<file path="src/rtl/tsf_pkg.sv">
// Package: shared types for the triple-sample filtering register.
// Assumes: strobes are single-cycle enables in the one fast clock domain.
package tsf_pkg;

    // Number of time-skewed captures per register position.
    localparam int unsigned TSF_NUM_CAPT = 3;

    // One enable per capture instant; bit 0 is the earliest capture.
    typedef struct packed {
        logic third;
        logic second;
        logic first;
    } tsf_strobe_t;

endpackage

</file>
<file path="src/rtl/tsf_strobe_gen.sv">
// Module: tsf_strobe_gen
// Turns an accepted stage-enable into three capture strobes that are spaced
// by a skew latched at the start, and raises an overrun pulse for requests
// made while busy.
// Assumes: skew_cfg is stable only around the start edge; it is read once.
module tsf_strobe_gen
    import tsf_pkg::*;
#(
    parameter int unsigned SKEW_W = 4
) (
    input  logic              clk,
    input  logic              rst_n,
    input  logic              start_req,
    input  logic [SKEW_W-1:0] skew_cfg,
    output tsf_strobe_t       strb,
    output logic              busy,
    output logic              last_q,
    output logic              overrun,
    output logic [SKEW_W-1:0] dt_lat
);

    // The counter must reach 2 * max skew.
    localparam int unsigned CNT_W = SKEW_W + 1;

    logic [CNT_W-1:0]  cnt;
    logic [SKEW_W-1:0] dt_eff;

    // Map a zero skew to one tick so that the strobes stay distinct.
    always_comb dt_eff = (skew_cfg == '0) ? SKEW_W'(1) : skew_cfg;

    // Decode the three capture instants from the idle state and the tick count.
    always_comb begin
        strb.first  = start_req & ~busy;
        strb.second = busy & (cnt == {1'b0, dt_lat});
        strb.third  = busy & (cnt == {dt_lat, 1'b0});
    end

    // Run the sequence state: busy flag, tick counter and latched skew.
    always_ff @(posedge clk) begin
        if (!rst_n) begin
            busy   <= 1'b0;
            cnt    <= '0;
            dt_lat <= SKEW_W'(1);
        end else if (strb.first) begin
            busy   <= 1'b1;
            cnt    <= CNT_W'(1);
            dt_lat <= dt_eff;
        end else if (strb.third) begin
            busy   <= 1'b0;
            cnt    <= '0;
        end else if (busy) begin
            cnt    <= cnt + CNT_W'(1);
        end
    end

    // Register the end-of-sequence marker and the rejected-request pulse.
    always_ff @(posedge clk) begin
        if (!rst_n) begin
            last_q  <= 1'b0;
            overrun <= 1'b0;
        end else begin
            last_q  <= strb.third;
            overrun <= start_req & busy;
        end
    end

endmodule

</file>
<file path="src/rtl/tsf_capture.sv">
// Module: tsf_capture
// A bank of capture registers that all read the same data input. Each one
// loads on its own strobe.
// Assumes: at most one strobe is active per cycle (not required for function).
module tsf_capture
    import tsf_pkg::*;
#(
    parameter int unsigned DATA_W = 8
) (
    input  logic                                 clk,
    input  logic                                 rst_n,
    input  logic [TSF_NUM_CAPT-1:0]              load,
    input  logic [DATA_W-1:0]                    din,
    output logic [TSF_NUM_CAPT-1:0][DATA_W-1:0]  cap
);

    for (genvar g = 0; g < TSF_NUM_CAPT; g++) begin : g_cap
        // Hold the sample taken at capture instant g.
        always_ff @(posedge clk) begin
            if (!rst_n)
                cap[g] <= '0;
            else if (load[g])
                cap[g] <= din;
        end
    end

endmodule

</file>
<file path="src/rtl/tsf_voter.sv">
// Module: tsf_voter
// Bitwise two-of-three majority over the captures, registered into the
// stage output together with a one-cycle valid pulse.
// Assumes: the captures are stable in the cycle that load is high.
module tsf_voter
    import tsf_pkg::*;
#(
    parameter int unsigned DATA_W = 8
) (
    input  logic                                 clk,
    input  logic                                 rst_n,
    input  logic                                 load,
    input  logic [TSF_NUM_CAPT-1:0][DATA_W-1:0]  cap,
    output logic [DATA_W-1:0]                    dout,
    output logic                                 dout_vld
);

    logic [DATA_W-1:0] maj;

    // Two-of-three majority for each bit.
    always_comb maj = (cap[0] & cap[1]) | (cap[0] & cap[2]) | (cap[1] & cap[2]);

    // Load the voted word and flag it for one cycle.
    always_ff @(posedge clk) begin
        if (!rst_n) begin
            dout     <= '0;
            dout_vld <= 1'b0;
        end else begin
            dout_vld <= load;
            if (load)
                dout <= maj;
        end
    end

endmodule

</file>
<file path="src/rtl/tsf_filter_reg.sv">
// Module: tsf_filter_reg (top)
// A pipeline register position that filters transients. It captures din
// three times, spaced by a programmable number of ticks, then registers the
// bitwise majority.
// Assumes: a single clock; skew_cfg is read only on the edge that starts a sequence.
module tsf_filter_reg
    import tsf_pkg::*;
#(
    parameter int unsigned DATA_W = 8,
    parameter int unsigned SKEW_W = 4
) (
    input  logic              clk,
    input  logic              rst_n,
    input  logic              stage_en,
    input  logic [SKEW_W-1:0] skew_cfg,
    input  logic [DATA_W-1:0] din,
    output logic [DATA_W-1:0] dout,
    output logic              dout_vld,
    output logic              overrun
);

    tsf_strobe_t                          strb;
    logic [TSF_NUM_CAPT-1:0]              strb_vec;
    logic                                 busy;
    logic                                 last_q;
    logic [SKEW_W-1:0]                    dt_lat;
    logic [TSF_NUM_CAPT-1:0][DATA_W-1:0]  cap;

    // Flatten the strobe struct into a vector; bit 0 is the earliest capture.
    always_comb strb_vec = strb;

    tsf_strobe_gen #(.SKEW_W(SKEW_W)) u_strobe (
        .clk       (clk),
        .rst_n     (rst_n),
        .start_req (stage_en),
        .skew_cfg  (skew_cfg),
        .strb      (strb),
        .busy      (busy),
        .last_q    (last_q),
        .overrun   (overrun),
        .dt_lat    (dt_lat)
    );

    tsf_capture #(.DATA_W(DATA_W)) u_capture (
        .clk   (clk),
        .rst_n (rst_n),
        .load  (strb_vec),
        .din   (din),
        .cap   (cap)
    );

    tsf_voter #(.DATA_W(DATA_W)) u_voter (
        .clk      (clk),
        .rst_n    (rst_n),
        .load     (last_q),
        .cap      (cap),
        .dout     (dout),
        .dout_vld (dout_vld)
    );

endmodule

</file>
<file path="config.mk">
export PLATFORM = sky130hd
export DESIGN_NAME = tsf_filter_reg
export DESIGN_NICKNAME = d
export VERILOG_FILES = /design/src/rtl/tsf_pkg.sv /design/src/rtl/tsf_strobe_gen.sv /design/src/rtl/tsf_capture.sv /design/src/rtl/tsf_voter.sv /design/src/rtl/tsf_filter_reg.sv
export SDC_FILE = /design/constraint.sdc
export NUM_CORES = 1
export LEC_CHECK = 0
export BUFFER_PORTS_ARGS = -buffer_cell sky130_fd_sc_hd__buf_2
export CAP_MARGIN = 20
export CORE_AREA = 2 2 75 77
export DETAILED_ROUTE_END_ITERATION = 8
export DIE_AREA = 0 0 77 79
export PLACE_DENSITY = 0.62
export SLEW_MARGIN = 10
export SYNTH_ARGS = -nofsm -noshare
export SYNTH_HDL_FRONTEND = slang
export SYNTH_SLANG_ARGS = --single-unit
export TNS_END_PERCENT = 100
</file>
<file path="constraint.sdc">
create_clock -name clk -period 1.65 [get_ports clk]
set_input_delay 0.33 -clock clk [delete_from_list [all_inputs] [get_ports clk]]
set_output_delay 0.33 -clock clk [all_outputs]
set_load 0.02 [all_outputs]
</file>
After elaboration in Yosys (flattened, before gate mapping)
Index checks and enable logic that the tools add are counted.

Bits in registers: 45. Bits of input ports: 15. Output and inout bits: 10. Logic and storage cells: 35.

$add $sub $neg: 1. Eq/ne operators: 2. Mux-type cells: 6. Bitwise operators: 11. Reductions and logical operators: 4.

Operators with widths (count): 8-bit bitwise AND (3); 8-bit bitwise OR (2); 5-bit by 1-bit adder with 5-bit output, second input constant (1); 5-bit by 4-bit == test with 1-bit output (1); 5-bit == test (1); 1-bit 2-to-1 mux (5); 1-bit bitwise AND (4); 4-bit zero test (1); 4-bit 2-to-1 mux (1); 3-bit nonzero test (1); 3-bit OR reduction (1); 1-bit inverter (2); 2-bit nonzero test (1).

Logic depth before layout (Yosys ltp)
Depth after elaboration: 4. Depth in mapped cells: 5. Depth with buffers taken out: 4.

Cells and area by module
From an unflattened synthesis, not the netlist that was laid out.

Cells, all modules: 188. Area total of the unflattened synthesis: 1921.8 µm².

Modules (own cells, without submodules): tsf_capture (instances 1, cells an instance 77, area each 914.6 µm², seq. area each 480.5 µm²); tsf_strobe_gen (instances 1, cells an instance 68, area each 638.1 µm², seq. area each 240.2 µm²); tsf_voter (instances 1, cells an instance 43, area each 369.1 µm², seq. area each 180.2 µm²).

Worst setup path before layout
OpenSTA, ideal clock, no wires.

Path kind: register -> register. Start point: register u_strobe.cnt[2]. End point: register u_capture.cap[10] (netlist name). Arrival time: 1.443 ns. Path slack: 0.089 ns. Cell stages (with the launch flop): 6. Path buffers: 1. Path through: dfxtp_1 inv_2 a222oi_1 or4b_1 buf_6 mux2i_1.

Longest elaborated chain between the ends: 2.

Ends and longest elaborated chain: start, declared (line tsf_strobe_gen.sv:25) `logic [CNT_W-1:0] cnt;`; start signal, assigned (line tsf_strobe_gen.sv:52) `cnt <= cnt + CNT_W'(1);`; 5-bit by 4-bit == test with 1-bit output (line tsf_strobe_gen.sv:34) `strb.second = busy & (cnt == {1'b0, dt_lat});`; 1-bit bitwise AND (line tsf_strobe_gen.sv:34); end signal, assigned by index (line tsf_capture.sv:23) `cap[g] <= din;`; end, declared (line tsf_capture.sv:14) `output logic [TSF_NUM_CAPT-1:0][DATA_W-1:0] cap`.

No other way between the ends. A chain may end at the register's enable or synchronous reset.

Final worst setup path
Start point: register u_strobe.cnt[2]. End point: register u_capture.cap[13] (netlist name).

The elaborated chain is that of the path after synthesis.

==> impl_results.md <==
* Status: finished clean
* Power Density at between 900 and 1000 nW/um2
* Nets at roughly 250
* H-tree depth at 2
* Drt wl/cell at 11.55 um
* Cts hold-fix bufs at 0
* Adder-Cell Fraction of Synth Area at 0.006906
* CP arrival at 1730 ps
* CTS tree: yes
* Compound-Gate Fraction of Synth Area at 0.1471
* Cell Area, Placed at a little over 2000 um2
* Critical Path End Type: register
* R2R cell count at 5
* Seq/Total Area, Yosys at 0.4972
* Die area at just over 6000 um2
* Clock slew at reported path FFs at about 80 ps
* ANT nets after route at 0
* Largest net degree at the start of global routing at 18
* RSZ-0062 raised after global routing: true
* XOR/XNOR Fraction of Synth Area at 0.03867
* Worst hold slack at between 200 and 300 ps
* Flop-to-flop setup slack at between 100 and 150 ps
* Peak supply drop at about 0.00049 V
* Final Instance Area at between 2000 and 2500 um2
* Fin. Hold Viols at 0
* Hold path cells at 3
* Leak at 0.9430 nW
* Worst Path Required at approximately 1800 ps
* Worst Setup Path Type: reg2reg
* CP Max Fanout at 8
* Yosys reg bits at between 40 and 50
* Top-area cell type share of the netlist area at 0.4972
* Num ports at 25
* # diodes at 0
* Routed wire length at between 3 and 4 mm
* Ys Warns at 0
* GRT overflow at 0
* Worst Max-Slew Pin Slew at slightly above 500 ps
* Gpl congestion at 0.7669
* Post-CTS Setup Bufs at 0
* Distinct cells, synth at 30
* Netlist Area Pre-Place at roughly 1800 um2
* First-pass GRT wire length at approximately 6.2 mm
* Min-Delay Path Class: in2reg
* Num CTS Buffers at 5
* IO Port Bufs at 24
* Syn Nets at around 220
* First drt pass iteration count at 5
* FP Rows at 27
* Startpoint types: register
* Tmin final at around 1500 ps
* Mux cell area share after synthesis at 0.09392
* Hold_sp: din[1]
* Via/cell ratio at approximately 4.7
* Post-Syn Instances at around 200
* Max clock buf depth at 2
* Post-cts sizing count at 0
* Latest clock arrival within the worst-skew pair at 290 ps
* Top cells by area, synth: dfxtp_1, nand2_1, mux2i_1, o21ai_0, a21boi_0
* Max frequency at ~0.65 GHz
* Initial core utilization at 0.3394
* Hold path endpoint: u_capture.cap[1]
* Normalized max-slew margin at 0.6635
* Vias at about 1400
* Root Driver: clkbuf_8
* GRT Total Usage at 0.1266
* Total power at approximately 2.0 mW
* Cell taking the most area after synthesis: dfxtp_1
* Synthesized-area fraction occupied by and/or/nand/nor cells at 0.1775
* MaxCap Viol Count at 0
* Max Slew Vio Count at 0
* DRC violations left at 0
* Initial DRC count at 92
* Worst Skew at around 8.6 ps
* Worst flop-to-flop path startpoint: u_strobe.cnt[2]
* Final worst path period share at 0.9386
* Die Wd at roughly 77 um
* Die Height at a little under 80 um
* Syn Area/Cell at between 8 and 9 um2
* P&R area growth vs syn at 19.41%
* # setup viols final at 0
* Clock Sink Count at 45
* Vias in the first global route at 1357
* Layout cell share with drive strength beyond 1 at 0.2059
* Detailed placer's ending HPWL at roughly 2.6 mm
* RR Endpoint: u_capture.cap[13]
* Core Box Area at 5338 um2
* Largest family of logic cells by synthesized area: simple AND/OR/NAND/NOR gates
* Antenna violations before repair at 0
## state kept, by name, summed over array words and instances, names as in the netlist
name / count
u_voter.dout_vld: 1
u_strobe.busy: 1
u_voter.dout: 8
u_strobe.dt_lat: 4
u_strobe.overrun: 1
u_capture.cap: 24
u_strobe.last_q: 1
u_strobe.cnt: 5
## kinds of logic after synthesis
family	Yosys count
buffers and inverters	15
AO/OA/AOI/OAI	43
AND/OR/NAND/NOR	74
multiplexers	17
adder cells (fa/ha/maj)	1
XOR/XNOR	8
flip-flops	45
## synth_stat cells
cell type,count
a21boi_0,11
a21oi_1,1
a222oi_1,1
a31oi_1,8
and2_1,2
and3_1,1
buf_2,2
buf_4,1
buf_6,1
clkbuf_1,7
dfxtp_1,45
ha_1,1
inv_1,3
inv_2,1
mux2i_1,17
nand2_1,56
nand2b_1,2
nand4_1,3
nor2_1,1
nor2b_1,1
nor3_1,5
nor3b_1,1
o211ai_1,2
o21ai_0,18
o22ai_1,1
o31ai_1,1
or3b_2,1
or4b_1,1
xnor2_1,7
xor2_1,1
## area by class of cell
type,instances,area (um2)
clock buffers,6,72.57
well taps,72,90.09
repair buffers,38,229.0
multi-input cells,143,843.3
flip-flops and latches,45,903.4
inverters,4,15.01
fillers,593,3174
clock inverters,2,10.01
## cells in the final DEF (no fill, tap or decap), types with 2 or more instances in the layout
| cell type | netlist | layout |
|---|---|---|
| nand2_1 | 56 | 56 |
| a21boi_0 | 11 | 11 |
| xnor2_1 | 7 | 7 |
| buf_4 | 1 | 13 |
| clkbuf_8 | 0 | 5 |
| buf_2 | 2 | 24 |
| inv_1 | 3 | 3 |
| nand2b_1 | 2 | 2 |
| o21ai_0 | 18 | 18 |
| dfxtp_1 | 45 | 43 |
| a31oi_1 | 8 | 8 |
| nor3_1 | 5 | 5 |
| clkinv_2 | 0 | 2 |
| nand4_1 | 3 | 3 |
| o211ai_1 | 2 | 2 |
| dfxtp_2 | 0 | 2 |
| and2_1 | 2 | 2 |
| mux2i_1 | 17 | 17 |
## metal layers
| metal | up-vias | GRT usage | part of all wire |
|---|---|---|---|
| li1 | 759 | - | - |
| met1 | 658 | 0.1519 | 0.47 |
| met2 | 24 | 0.2211 | 0.48 |
| met3 | 8 | 0.02955 | 0.038 |
| met4 | 0 | 0.04821 | 0.015 |
| met5 | - | 0 | 0 |
## critical path, stage by stage, from the launching register on
cell	delay (ps)
dfxtp_2	360
inv_2	50
a222oi_1	270
or4b_1	470
buf_6	170
mux2i_1	110
## power breakdown
| group | switching, mW | internal, mW | leakage [nW] |
|---|---|---|---|
| sequential | 0.0317 | 1.13 | 0.367 |
| combinational | 0.116 | 0.103 | 0.531 |
| clock | 0.360 | 0.294 | 0.0450 |
| total | 0.508 | 1.53 | 0.943 |
## per-stage QoR
stage	util	setup slack, ps	std cells	TNS (ps)
2_1_floorplan	-	88.60	203	0
3_3_place_gp	0.3882	50.17	302	0
3_5_place_dp	0.3882	28.05	302	0
4_1_cts	0.4037	1.613	310	0
5_1_grt	0.4053	-56.14	310	-395.0
6_report	0.4053	101.3	310	0
## how the worst max path moves through the flow
stage                               start           endpoint  depth (start not counted)
after floorplan           u_strobe.cnt[2]  u_capture.cap[10]                          5
after global placement    u_strobe.cnt[2]   u_capture.cap[9]                          5
after detailed placement  u_strobe.cnt[2]  u_capture.cap[10]                          5
after CTS                 u_strobe.cnt[2]  u_capture.cap[13]                          5
after global routing      u_strobe.cnt[2]  u_capture.cap[12]                          5
final                     u_strobe.cnt[2]  u_capture.cap[13]                          5
Note: power is estimated with default switching activity, not from simulation.
